===== src/rtl/brk_pkg.sv =====
package brk_pkg;
  localparam int BUS_COUNT = 4;

  typedef enum logic [3:0] {
    SEL_A_ADDR  = 4'd0,
    SEL_A_MASK  = 4'd1,
    SEL_A_CTRL  = 4'd2,
    SEL_B_ADDR  = 4'd3,
    SEL_B_MASK  = 4'd4,
    SEL_B_CTRL  = 4'd5,
    SEL_B_DATA  = 4'd6,
    SEL_B_DMASK = 4'd7,
    SEL_MODE    = 4'd8,
    SEL_REPEAT  = 4'd9,
    SEL_CLEAR   = 4'd10
  } cfg_sel_e;

  // Channel control word: 12 bits, LSB first abus, kind, dir, size, post, enable, dbus
  typedef struct packed {
    logic [1:0] dbus;
    logic       enable;
    logic       post;
    logic [1:0] size;
    logic [1:0] dir;
    logic [1:0] kind;
    logic [1:0] abus;
  } chan_ctrl_t;

  localparam int CTRL_W = $bits(chan_ctrl_t);
endpackage


===== src/rtl/brk_chan.sv =====
module brk_chan
  import brk_pkg::*;
#(
  parameter int AW       = 32,
  parameter int DW       = 32,
  parameter int CW       = 32,
  parameter bit HAS_DATA = 1'b0
) (
  input  logic                    clk,
  input  logic                    rst,
  input  logic                    wr_addr,
  input  logic                    wr_mask,
  input  logic                    wr_ctrl,
  input  logic                    wr_data,
  input  logic                    wr_dmask,
  input  logic [CW-1:0]           wdata,
  input  logic [BUS_COUNT*AW-1:0] bus_addr,
  input  logic [BUS_COUNT*DW-1:0] bus_data,
  input  logic                    cyc_valid,
  input  logic                    cyc_fetch,
  input  logic                    cyc_write,
  input  logic [1:0]              cyc_size,
  output logic                    hit,
  output logic                    post_req
);
  logic [AW-1:0] addr_q, amask_q, sel_addr;
  chan_ctrl_t    ctrl_q;
  logic          addr_ok, kind_ok, dir_ok, size_ok, data_ok;

  always_ff @(posedge clk) begin
    if (rst) begin
      addr_q  <= '0;
      amask_q <= '0;
      ctrl_q  <= '0;
    end else begin
      if (wr_addr) addr_q  <= wdata[AW-1:0];
      if (wr_mask) amask_q <= wdata[AW-1:0];
      if (wr_ctrl) ctrl_q  <= chan_ctrl_t'(wdata[CTRL_W-1:0]);
    end
  end

  always_comb sel_addr = bus_addr[ctrl_q.abus*AW +: AW];

  assign addr_ok = ((sel_addr ^ addr_q) & ~amask_q) == '0;
  assign kind_ok = (ctrl_q.kind == 2'd0) || (ctrl_q.kind == 2'd3) ||
                   (ctrl_q.kind == 2'd1 && cyc_fetch) || (ctrl_q.kind == 2'd2 && !cyc_fetch);
  assign dir_ok  = (ctrl_q.dir == 2'd0) || (ctrl_q.dir == 2'd3) ||
                   (ctrl_q.dir == 2'd1 && !cyc_write) || (ctrl_q.dir == 2'd2 && cyc_write);
  assign size_ok = (ctrl_q.size == 2'd0) || (cyc_size == ctrl_q.size - 2'd1);

  generate
    if (HAS_DATA) begin : g_data
      logic [DW-1:0] data_q, dmask_q, sel_data;
      always_ff @(posedge clk) begin
        if (rst) begin
          data_q  <= '0;
          dmask_q <= '0;
        end else begin
          if (wr_data)  data_q  <= wdata[DW-1:0];
          if (wr_dmask) dmask_q <= wdata[DW-1:0];
        end
      end
      always_comb sel_data = bus_data[ctrl_q.dbus*DW +: DW];
      assign data_ok = ((sel_data ^ data_q) & ~dmask_q) == '0;
    end else begin : g_nodata
      logic unused_data_in;
      assign unused_data_in = ^{bus_data, wr_data, wr_dmask, ctrl_q.dbus};
      assign data_ok = 1'b1;
    end
  endgenerate

  assign hit      = cyc_valid && ctrl_q.enable && addr_ok && kind_ok && dir_ok && size_ok && data_ok;
  assign post_req = ctrl_q.post && cyc_fetch;
endmodule


===== src/rtl/brk_ctrl.sv =====
module brk_ctrl #(
  parameter int RW = 12
) (
  input  logic          clk,
  input  logic          rst,
  input  logic          hit_a,
  input  logic          hit_b,
  input  logic          post_a,
  input  logic          post_b,
  input  logic          seq_mode,
  input  logic [RW-1:0] rpt,
  input  logic          arm_clr,
  input  logic          cnt_clr,
  input  logic          clr_a,
  input  logic          clr_b,
  output logic          brk_req,
  output logic          brk_post,
  output logic          flag_a,
  output logic          flag_b
);
  logic [RW-1:0] cnt_q, rpt_eff;
  logic          armed_q, b_count, b_done, fire_a, fire;

  assign rpt_eff = (rpt == '0) ? RW'(1) : rpt;
  assign b_count = hit_b && (!seq_mode || armed_q);
  assign b_done  = b_count && ({1'b0, cnt_q} + 1'b1 == {1'b0, rpt_eff});
  assign fire_a  = hit_a && !seq_mode;
  assign fire    = fire_a || b_done;

  always_ff @(posedge clk) begin
    if (rst) begin
      cnt_q    <= '0;
      armed_q  <= 1'b0;
      brk_req  <= 1'b0;
      brk_post <= 1'b0;
      flag_a   <= 1'b0;
      flag_b   <= 1'b0;
    end else begin
      if (cnt_clr)      cnt_q <= '0;
      else if (b_count) cnt_q <= b_done ? '0 : cnt_q + 1'b1;

      if (arm_clr)                 armed_q <= 1'b0;
      else if (!seq_mode || b_done) armed_q <= 1'b0;
      else if (hit_a)              armed_q <= 1'b1;

      brk_req  <= fire;
      brk_post <= fire && (!fire_a || post_a) && (!b_done || post_b);
      flag_a   <= (flag_a && !clr_a) || hit_a;
      flag_b   <= (flag_b && !clr_b) || b_done;
    end
  end

  assert_seq_order_R6: assert property (@(posedge clk) disable iff (rst)
    (brk_req && $past(seq_mode)) |-> $past(armed_q));
  assert_rpt_bound_R7: assert property (@(posedge clk) disable iff (rst)
    cnt_q < rpt_eff);
  assert_flag_source_R9: assert property (@(posedge clk) disable iff (rst)
    $rose(flag_a) |-> $past(hit_a));
  assert_disarm_R11: assert property (@(posedge clk) disable iff (rst)
    $past(arm_clr) |-> !armed_q);
  assert_req_source_R5: assert property (@(posedge clk) disable iff (rst)
    brk_req |-> $past(hit_a || hit_b));
endmodule


===== src/rtl/brk_match_top.sv =====
module brk_match_top
  import brk_pkg::*;
#(
  parameter int AW = 32,
  parameter int DW = 32,
  parameter int CW = 32,
  parameter int RW = 12
) (
  input  logic                    clk,
  input  logic                    rst,
  input  logic                    cfg_we,
  input  logic [3:0]              cfg_sel,
  input  logic [CW-1:0]           cfg_wdata,
  input  logic [BUS_COUNT*AW-1:0] bus_addr,
  input  logic [BUS_COUNT*DW-1:0] bus_data,
  input  logic                    cyc_valid,
  input  logic                    cyc_fetch,
  input  logic                    cyc_write,
  input  logic [1:0]              cyc_size,
  output logic                    brk_req,
  output logic                    brk_post,
  output logic                    flag_a,
  output logic                    flag_b
);
  logic          seq_q;
  logic [RW-1:0] rpt_q;
  logic          hit_a, hit_b, post_a, post_b;
  logic          w_a_addr, w_a_mask, w_a_ctrl, w_b_addr, w_b_mask, w_b_ctrl;
  logic          w_b_data, w_b_dmask, w_mode, w_rpt, w_clr;

  assign w_a_addr  = cfg_we && cfg_sel == SEL_A_ADDR;
  assign w_a_mask  = cfg_we && cfg_sel == SEL_A_MASK;
  assign w_a_ctrl  = cfg_we && cfg_sel == SEL_A_CTRL;
  assign w_b_addr  = cfg_we && cfg_sel == SEL_B_ADDR;
  assign w_b_mask  = cfg_we && cfg_sel == SEL_B_MASK;
  assign w_b_ctrl  = cfg_we && cfg_sel == SEL_B_CTRL;
  assign w_b_data  = cfg_we && cfg_sel == SEL_B_DATA;
  assign w_b_dmask = cfg_we && cfg_sel == SEL_B_DMASK;
  assign w_mode    = cfg_we && cfg_sel == SEL_MODE;
  assign w_rpt     = cfg_we && cfg_sel == SEL_REPEAT;
  assign w_clr     = cfg_we && cfg_sel == SEL_CLEAR;

  always_ff @(posedge clk) begin
    if (rst) begin
      seq_q <= 1'b0;
      rpt_q <= '0;
    end else begin
      if (w_mode) seq_q <= cfg_wdata[0];
      if (w_rpt)  rpt_q <= cfg_wdata[RW-1:0];
    end
  end

  brk_chan #(.AW(AW), .DW(DW), .CW(CW), .HAS_DATA(1'b0)) u_chan_a (
    .clk(clk), .rst(rst),
    .wr_addr(w_a_addr), .wr_mask(w_a_mask), .wr_ctrl(w_a_ctrl),
    .wr_data(1'b0), .wr_dmask(1'b0), .wdata(cfg_wdata),
    .bus_addr(bus_addr), .bus_data(bus_data),
    .cyc_valid(cyc_valid), .cyc_fetch(cyc_fetch), .cyc_write(cyc_write), .cyc_size(cyc_size),
    .hit(hit_a), .post_req(post_a)
  );

  brk_chan #(.AW(AW), .DW(DW), .CW(CW), .HAS_DATA(1'b1)) u_chan_b (
    .clk(clk), .rst(rst),
    .wr_addr(w_b_addr), .wr_mask(w_b_mask), .wr_ctrl(w_b_ctrl),
    .wr_data(w_b_data), .wr_dmask(w_b_dmask), .wdata(cfg_wdata),
    .bus_addr(bus_addr), .bus_data(bus_data),
    .cyc_valid(cyc_valid), .cyc_fetch(cyc_fetch), .cyc_write(cyc_write), .cyc_size(cyc_size),
    .hit(hit_b), .post_req(post_b)
  );

  brk_ctrl #(.RW(RW)) u_ctrl (
    .clk(clk), .rst(rst),
    .hit_a(hit_a), .hit_b(hit_b), .post_a(post_a), .post_b(post_b),
    .seq_mode(seq_q), .rpt(rpt_q),
    .arm_clr(w_mode || w_a_addr || w_a_mask || w_a_ctrl),
    .cnt_clr(w_rpt || w_mode || w_b_addr || w_b_mask || w_b_ctrl || w_b_data || w_b_dmask),
    .clr_a(w_clr && cfg_wdata[0]), .clr_b(w_clr && cfg_wdata[1]),
    .brk_req(brk_req), .brk_post(brk_post), .flag_a(flag_a), .flag_b(flag_b)
  );
endmodule


===== config.mk =====
export PLATFORM = sky130hd
export DESIGN_NAME = brk_match_top
export DESIGN_NICKNAME = d
export VERILOG_FILES = /design/src/rtl/brk_pkg.sv /design/src/rtl/brk_chan.sv /design/src/rtl/brk_ctrl.sv /design/src/rtl/brk_match_top.sv
export SDC_FILE = /design/constraint.sdc
export NUM_CORES = 1
export LEC_CHECK = 0
export ABC_AREA = 1
export BUFFER_PORTS_ARGS = -buffer_cell sky130_fd_sc_hd__buf_2
export CAP_MARGIN = 20
export CELL_PAD_IN_SITES_DETAIL_PLACEMENT = 2
export CELL_PAD_IN_SITES_GLOBAL_PLACEMENT = 2
export CORE_MARGIN = 2
export CORE_UTILIZATION = 31
export CTS_CLUSTER_SIZE = 8
export DETAILED_ROUTE_END_ITERATION = 8
export PLACE_DENSITY_LB_ADDON = 0.2
export SLEW_MARGIN = 40
export SYNTH_ARGS = -nofsm -noshare
export SYNTH_HDL_FRONTEND = slang
export SYNTH_HIERARCHICAL = 1
export SYNTH_SLANG_ARGS = --single-unit

===== constraint.sdc =====
create_clock -name clk -period 4 [get_ports clk]
set_input_delay 0.4 -clock clk [delete_from_list [all_inputs] [get_ports clk]]
set_output_delay 0.4 -clock clk [all_outputs]
set_load 0.02 [all_outputs]

==> parameters.txt, run 1 <==
Parameter                              Value

Die
  Total die area    49480 um2
  Row Count    80
  Core outline area    47450 um2
  Starting Density    0.3117
  Top-Level Pins    304
  Chip width    222.4 um
  Die height    222.4 um

Critical path
  CP max-delay cell    sky130_fd_sc_hd__nor2_1
  Signal arrival time at the worst endpoint    4000 ps
  Largest driver fanout on the critical path    19
  Critical Path Most Common Cell    sky130_fd_sc_hd__nand2_1
  Register-to-Register Path Depth    21
  Biggest cell delay along the critical path    340 ps
  Data required time at the worst endpoint    4420 ps
  Setup crit end kind    register
  Startpoint kind of the worst setup timing path    register
  Category of the critical setup timing path    register to register
  Critical path, cell by cell    inv_2, buf_4, nand2_1, nand3_1, nand3_1, nand2_1, o21ai_0, nor2_1, nand2_1, nor2_1, nand2_1, nor2_1, o21ai_1, nor2_1, nand2_1, a21oi_1, nand3_2, nor2_4, nand2_2, nand2_1, a21oi_1

Placed design
  Sum of net half-perimeters after detailed placement    56170 um
  Placement-stage worst setup slack    390.8 ps
  Routability congestion estimate from global placement    0.8863
  Placed Instances    3216
  Count of buffers from port buffering    303

Drt
  DRC violation total after the first TritonRoute iteration    929
  Overall via count from detail_route    17500
  Number of vias per cell after detailed routing    5.371
  Wire length per cell    23.11 um
  Number of routed nets with antenna violations    0
  First-pass iteration count of the detailed router    5
  Wire length reported by the detailed router    75300 um
  Number of DRC violations after detailed routing    0

STA
  Setup repair after global routing missed its margin    false
  Peak clock frequency supported by timing    279.8 MHz
  Slew @ Worst Pin    830.5 ps
  Endpoints failing hold    0
  Final max-slew violation count    0
  Shortest period the worst path allows    3574 ps
  Worst hold margin    196.0 ps
  Total negative slack for setup checks    0 ps
  Largest clock skew in the final design    15.24 ps
  Post-route clock period utilization    0.8935
  # setup viols final    0
  Slew Limit Headroom    0.4464
  Worst setup margin    426.2 ps

CTS
  Clock-pin slew of the registers on the worst-case setup and hold paths    50 ps
  Clock Latency Late Sink    550 ps
  CTS tree    done
  Clock Sinks    244
  Number of buffers created by CTS    36
  Clock tree root driver cell    sky130_fd_sc_hd__clkbuf_16
  Cts hold-fix bufs    0
  Number of H-tree levels    2
  Clock tree buffer depth    3

Finish
  Highest-count cells in the layout ignoring fill and taps    sky130_fd_sc_hd__nand2_1 (905), sky130_fd_sc_hd__nand3_1 (311), sky130_fd_sc_hd__buf_2 (302), sky130_fd_sc_hd__dfxtp_1 (241), sky130_fd_sc_hd__nor2_1 (226)
  Leading cell type in the layout, fill and taps excluded    sky130_fd_sc_hd__nand2_1
  Net total in the final layout    2950
  Diodes inserted    0
  Non-filler cells in the finished layout    3258
  Layout Area Growth over Synthesis    18.83%
  Share of cells above drive strength 1    0.1547
  Filler Cells Inserted    5923

Global routing
  Largest net degree at the start of global routing    88
  Number of antenna violations at the first check in global routing    6
  Combined global-route utilization of all metal layers    0.3025
  Global-route wire length before repair    113600 um
  Vias in the first global route    18840
  Total overflow reported by the global router    0

Pwr
  Ratio of total power to cell area    355.0 nW/um2
  Final Power    6.239 mW
  Leak Pwr    7.609 nW
  Peak supply drop    0.0001979 V

Logic synthesis
  Yosys Warn Count    6
  Mean Syn Cell Area    6.152 um2
  Net count of the mapped netlist    2715
  Synthesized cell area    14790 um2
  Synthesized netlist cell count    2404

Worst hold path
  Worst min path class    input pin to register
  Cell depth of the worst min-delay path    3

Run status
  Result of the run    finished clean

Run
  Max-cap violations    0
[flip-flops by register name (all words and copies together) (netlist names)]
signal                   cells
u_chan_b/ctrl_q             12
u_chan_b/addr_q             32
u_ctrl/brk_post              1
u_chan_a/amask_q            32
seq_q                        1
u_chan_a/addr_q             32
u_ctrl/armed_q               1
u_chan_a/ctrl_q             10
rpt_q                       12
u_ctrl/flag_b                1
u_chan_b/g_data.data_q      32
u_ctrl/brk_req               1
u_ctrl/flag_a                1
u_chan_b/g_data.dmask_q     32
u_chan_b/amask_q            32
u_ctrl/cnt_q                12
[per-layer routing]
metal	GRT usage	share of wire	up-vias
met2	0.5077	0.46	478
met4	0.1078	0.035	10
met3	0.04509	0.053	120
li1	-	-	8202
met5	0	0.00073	-
met1	0.3944	0.45	8688
[worst paths after layout]
path | slack, ps | end | start
worst max register to register | 430 | u_ctrl/cnt_q[8] | u_chan_b/ctrl_q[10]
worst min register to register | 460 | u_chan_b/g_data.dmask_q[3] | u_chan_b/g_data.dmask_q[3]
worst max-delay path | 430 | u_ctrl/cnt_q[8] | u_chan_b/ctrl_q[10]
worst min-delay path | 200 | u_chan_b/amask_q[15] | cfg_wdata[15]
[cell type report]
class	instances	area, um2	share of cell area
clock buffers	40	947.2	0.05389
clock inverters	2	17.52	0.0009967
inverters	186	709.4	0.04036
multi-input cells	1838	8429	0.4796
flip-flops and latches	244	4888	0.2781
well taps	615	769.5	0.04378
repair buffers	333	1814	0.1032
[where the power goes]
group / switching [mW] / internal, mW
Combinational: 0.627 / 0.293
Sequential: 0.0232 / 2.48
Clock: 1.17 / 1.65
Total: 1.82 / 4.42
[timing repair]
item	in CTS	in global routing
endpoints found under the setup margin	0	14
hold endpoints to repair	0	0
buffers inserted	0	0
resized for setup	0	3
[critical path, delay by kind of cell, from the launching register on]
kind / cells / cell delay [ps]
buffers and inverters: 2 / 580
flip-flops: 1 / 320
AO/OA/AOI/OAI: 4 / 460
AND/OR/NAND/NOR: 15 / 2100
[metrics by stage]
step                  util  instance area [um2]
finish              0.3704                17580
global route        0.3704                17580
CTS                 0.3703                17570
detailed placement  0.3499                16600
global placement    0.3498                16600
floorplan                -                14790
Note: power is estimated with default switching activity, not from simulation.
==> run 2: changes to the inputs <==
--- a/config.mk
+++ b/config.mk
@@ -5,17 +5,15 @@
 export SDC_FILE = /design/constraint.sdc
 export NUM_CORES = 1
 export LEC_CHECK = 0
-export ABC_AREA = 1
 export BUFFER_PORTS_ARGS = -buffer_cell sky130_fd_sc_hd__buf_2
 export CAP_MARGIN = 20
 export CELL_PAD_IN_SITES_DETAIL_PLACEMENT = 2
 export CELL_PAD_IN_SITES_GLOBAL_PLACEMENT = 2
 export CORE_MARGIN = 2
-export CORE_UTILIZATION = 31
+export CORE_UTILIZATION = 37
 export CTS_CLUSTER_SIZE = 8
 export DETAILED_ROUTE_END_ITERATION = 8
 export PLACE_DENSITY_LB_ADDON = 0.2
-export SLEW_MARGIN = 40
 export SYNTH_ARGS = -nofsm -noshare
 export SYNTH_HDL_FRONTEND = slang
 export SYNTH_HIERARCHICAL = 1
==> run 2 against run 1 <==
Cell count is 28% lower; non-clock buffer count rose by 40; die area is 17% lower; clock power is 2% lower; combinational power down 12%; global-route usage down 1.1 points; critical path depth decreased by 10; clock skew is 3.2 ps lower.
==> parameters.txt, run 2 <==
Parameter                              Value

CTS
  Number of H-tree levels    2 (unchanged)
  Clock Latency Late Sink    520 ps (-30 ps)
  CTS tree    done
  Number of buffers created by CTS    36 (unchanged)
  Clock tree root driver cell    sky130_fd_sc_hd__clkbuf_16
  Clock Sinks    244 (unchanged)
  Clock tree buffer depth    3 (unchanged)
  Cts hold-fix bufs    0 (unchanged)
  Clock-pin slew of the registers on the worst-case setup and hold paths    50 ps (about the same)

Critical path
  Critical Path Most Common Cell    sky130_fd_sc_hd__buf_4
  Signal arrival time at the worst endpoint    4400 ps (+400 ps)
  CP max-delay cell    sky130_fd_sc_hd__nor4_2
  Largest driver fanout on the critical path    17 (-2)
  Category of the critical setup timing path    register to register
  Endpoint of the worst-slack reg-to-reg timing path    u_ctrl/brk_post
  Startpoint kind of the worst setup timing path    register
  Critical path, cell by cell    buf_4, mux2i_1, xor2_1, o22ai_1, a211oi_1, o2111ai_1, nor4_2, buf_4, and2b_1, o31ai_1, a221oi_2
  Setup crit end kind    register
  Register-to-Register Path Depth    11 (-48%)
  Beginning of the worst register-to-register path    u_chan_a/ctrl_q[0]
  Setup slack on the worst flop-to-flop path    30 ps (-400 ps)
  Data required time at the worst endpoint    4430 ps (about the same)
  Biggest cell delay along the critical path    700 ps (+360 ps)

Placed design
  Total placed instance area    16790 um2 (+1.1%)
  Routability congestion estimate from global placement    0.8962 (+1.1%)
  Sum of net half-perimeters after detailed placement    45950 um (-18%)
  Count of buffers from port buffering    303 (unchanged)

Die
  Starting Density    0.3767 (+0.06497)
  Row Count    72 (-10%)
  Total die area    41140 um2 (-17%)
  Core outline area    38830 um2 (-18%)
  Top-Level Pins    304 (unchanged)
  Die height    202.8 um (-8.8%)
  Chip width    202.8 um (-8.8%)

Pwr
  Net switching fraction of the power    0.2656 (-0.02558)
  Clock group share of total power    0.454 (+0.002)
  Peak supply drop    0.0002184 V (+10%)
  Leak Pwr    6.853 nW (-9.9%)
  Portion of total power attributed to combinational logic    0.134 (-0.013)
  Ratio of total power to cell area    336.1 nW/um2 (-5.3%)
  Sw Pwr    1.610 mW (-11%)
  Sequential share of power    0.412 (+0.011)
  Internal portion of total power    4.452 mW (+0.66%)

Run status
  Result of the run    finished clean

STA
  Endpoints failing hold    0 (unchanged)
  Peak clock frequency supported by timing    251.7 MHz (-10%)
  Total negative slack for setup checks    0 ps (unchanged)
  Slew @ Worst Pin    876.6 ps (+46.14 ps)
  Largest clock skew in the final design    12.03 ps (-3.208 ps)
  Slew Limit Headroom    0.4156 (-0.03076)
  Post-route clock period utilization    0.9934 (+0.09993)
  # setup viols final    0 (unchanged)
  Final max-slew violation count    0 (unchanged)
  Shortest period the worst path allows    3974 ps (+399.7 ps)
  Worst hold margin    271.6 ps (+75.61 ps)

Finish
  Diodes inserted    0 (unchanged)
  Leading cell type in the layout, fill and taps excluded    sky130_fd_sc_hd__mux2i_1
  Filler Cells Inserted    4258 (-28%)
  Net total in the final layout    2134 (-28%)
  Share of cells above drive strength 1    0.2713 (+0.1166)
  Layout Area Growth over Synthesis    23.32%
  Highest-count cells in the layout ignoring fill and taps    sky130_fd_sc_hd__mux2i_1 (355), sky130_fd_sc_hd__buf_2 (302), sky130_fd_sc_hd__nor2_1 (253), sky130_fd_sc_hd__dfxtp_1 (239), sky130_fd_sc_hd__xor2_1 (133)
  Finished layout cell area    18040 um2 (+2.6%)

Global routing
  Combined global-route utilization of all metal layers    0.2917 (-0.01080)
  Global-route wire length before repair    90240 um (-21%)
  Vias in the first global route    14350 (-24%)
  Largest net degree at the start of global routing    111 (+26%)
  Total overflow reported by the global router    0 (unchanged)
  Number of antenna violations at the first check in global routing    1 (-5)

Drt
  Wire length per cell    26.30 um (+14%)
  Overall via count from detail_route    13000 (-26%)
  Number of DRC violations after detailed routing    0 (unchanged)
  First-pass iteration count of the detailed router    5 (unchanged)
  Wire length reported by the detailed router    61710 um (-18%)
  Number of routed nets with antenna violations    0 (unchanged)
  DRC violation total after the first TritonRoute iteration    643 (-31%)
  Number of vias per cell after detailed routing    5.540 (+3.1%)

Worst hold path
  Worst min path class    input pin to register
  Cell depth of the worst min-delay path    3 (unchanged)
  Terminating pin of the worst hold path    u_chan_b/addr_q[27]
  Worst min-delay path startpoint    cfg_wdata[27]

Run
  Max-cap violations    0 (unchanged)

Logic synthesis
  Net count of the mapped netlist    1818 (-33%)
  Yosys Warn Count    6 (unchanged)
  Synthesized cell area    14630 um2 (-1.1%)
  Synthesized netlist cell count    1507 (-37%)
  Mean Syn Cell Area    9.706 um2 (+58%)
-- run 2: worst max-delay path by stage --
stage,cells after the start,end,slack (ps),start
5_1_grt,15,u_ctrl/brk_post,-10,u_chan_b/ctrl_q[0]
3_5_place_dp,13,u_ctrl/brk_post,-100,u_chan_b/ctrl_q[10]
6_report,11,u_ctrl/brk_post,30,u_chan_a/ctrl_q[0]
3_3_place_gp,13,u_ctrl/brk_post,60,u_chan_b/ctrl_q[10]
2_1_floorplan,15,u_ctrl/brk_post,640,u_chan_b/ctrl_q[0]
4_1_cts,13,u_ctrl/brk_post,6,u_chan_b/ctrl_q[10]
-- run 2: repair_timing --
action,4_1_cts,5_1_grt
pin swaps,0,17
cloned,0,1
setup buffers,7,5
gates resized for setup,4,31
setup endpoints to repair,1,12
-- run 2: per-layer routing --
metal	track usage	up-vias	wire, um
met5	0	-	0
met4	0.1011	0	2081
met3	0.03836	101	2712
met2	0.5268	345	31560
met1	0.3547	6648	25360
li1	-	5902	-
-- run 2: worst max-delay path: cells and delay by family (launching register included) --
kind,cells,cell delay [ps]
mux,1,240
xor+xnor,1,220
simple gates,2,870
buf+inv,2,560
compound gates,5,1390
flops,1,570
-- run 2: power groups by stage --
| stage | logic [mW] | registers, mW | clock network, mW |
|---|---|---|---|
| 2_1_floorplan | 0.374 | 2.53 | 0 |
| 3_3_place_gp | 0.768 | 2.54 | 0 |
| 3_5_place_dp | 0.785 | 2.54 | 0 |
| 4_1_cts | 0.796 | 2.49 | 2.81 |
| 5_1_grt | 0.859 | 2.49 | 2.92 |
| 6_report | 0.813 | 2.49 | 2.75 |
-- run 2: area by class of cell --
type	instances	area (um2)	area share
well taps	518	648.1	0.03593
clock buffers	43	958.4	0.05314
multi-input cells	1148	9261	0.5135
inverters	20	75.07	0.004162
repair buffers	373	2196	0.1217
flip-flops and latches	244	4898	0.2716
-- run 2: metrics by stage --
| step | power [mW] | utilization | instances | setup WS, ps |
|---|---|---|---|---|
| after floorplan | 2.905 | - | 1507 | 635.9 |
| after global placement | 3.308 | 0.4324 | 2290 | 60.47 |
| after detailed placement | 3.328 | 0.4324 | 2290 | -96.60 |
| after CTS | 6.096 | 0.4590 | 2340 | 5.506 |
| after global routing | 6.276 | 0.4646 | 2346 | -11.47 |
| final | 6.062 | 0.4646 | 2346 | 26.48 |
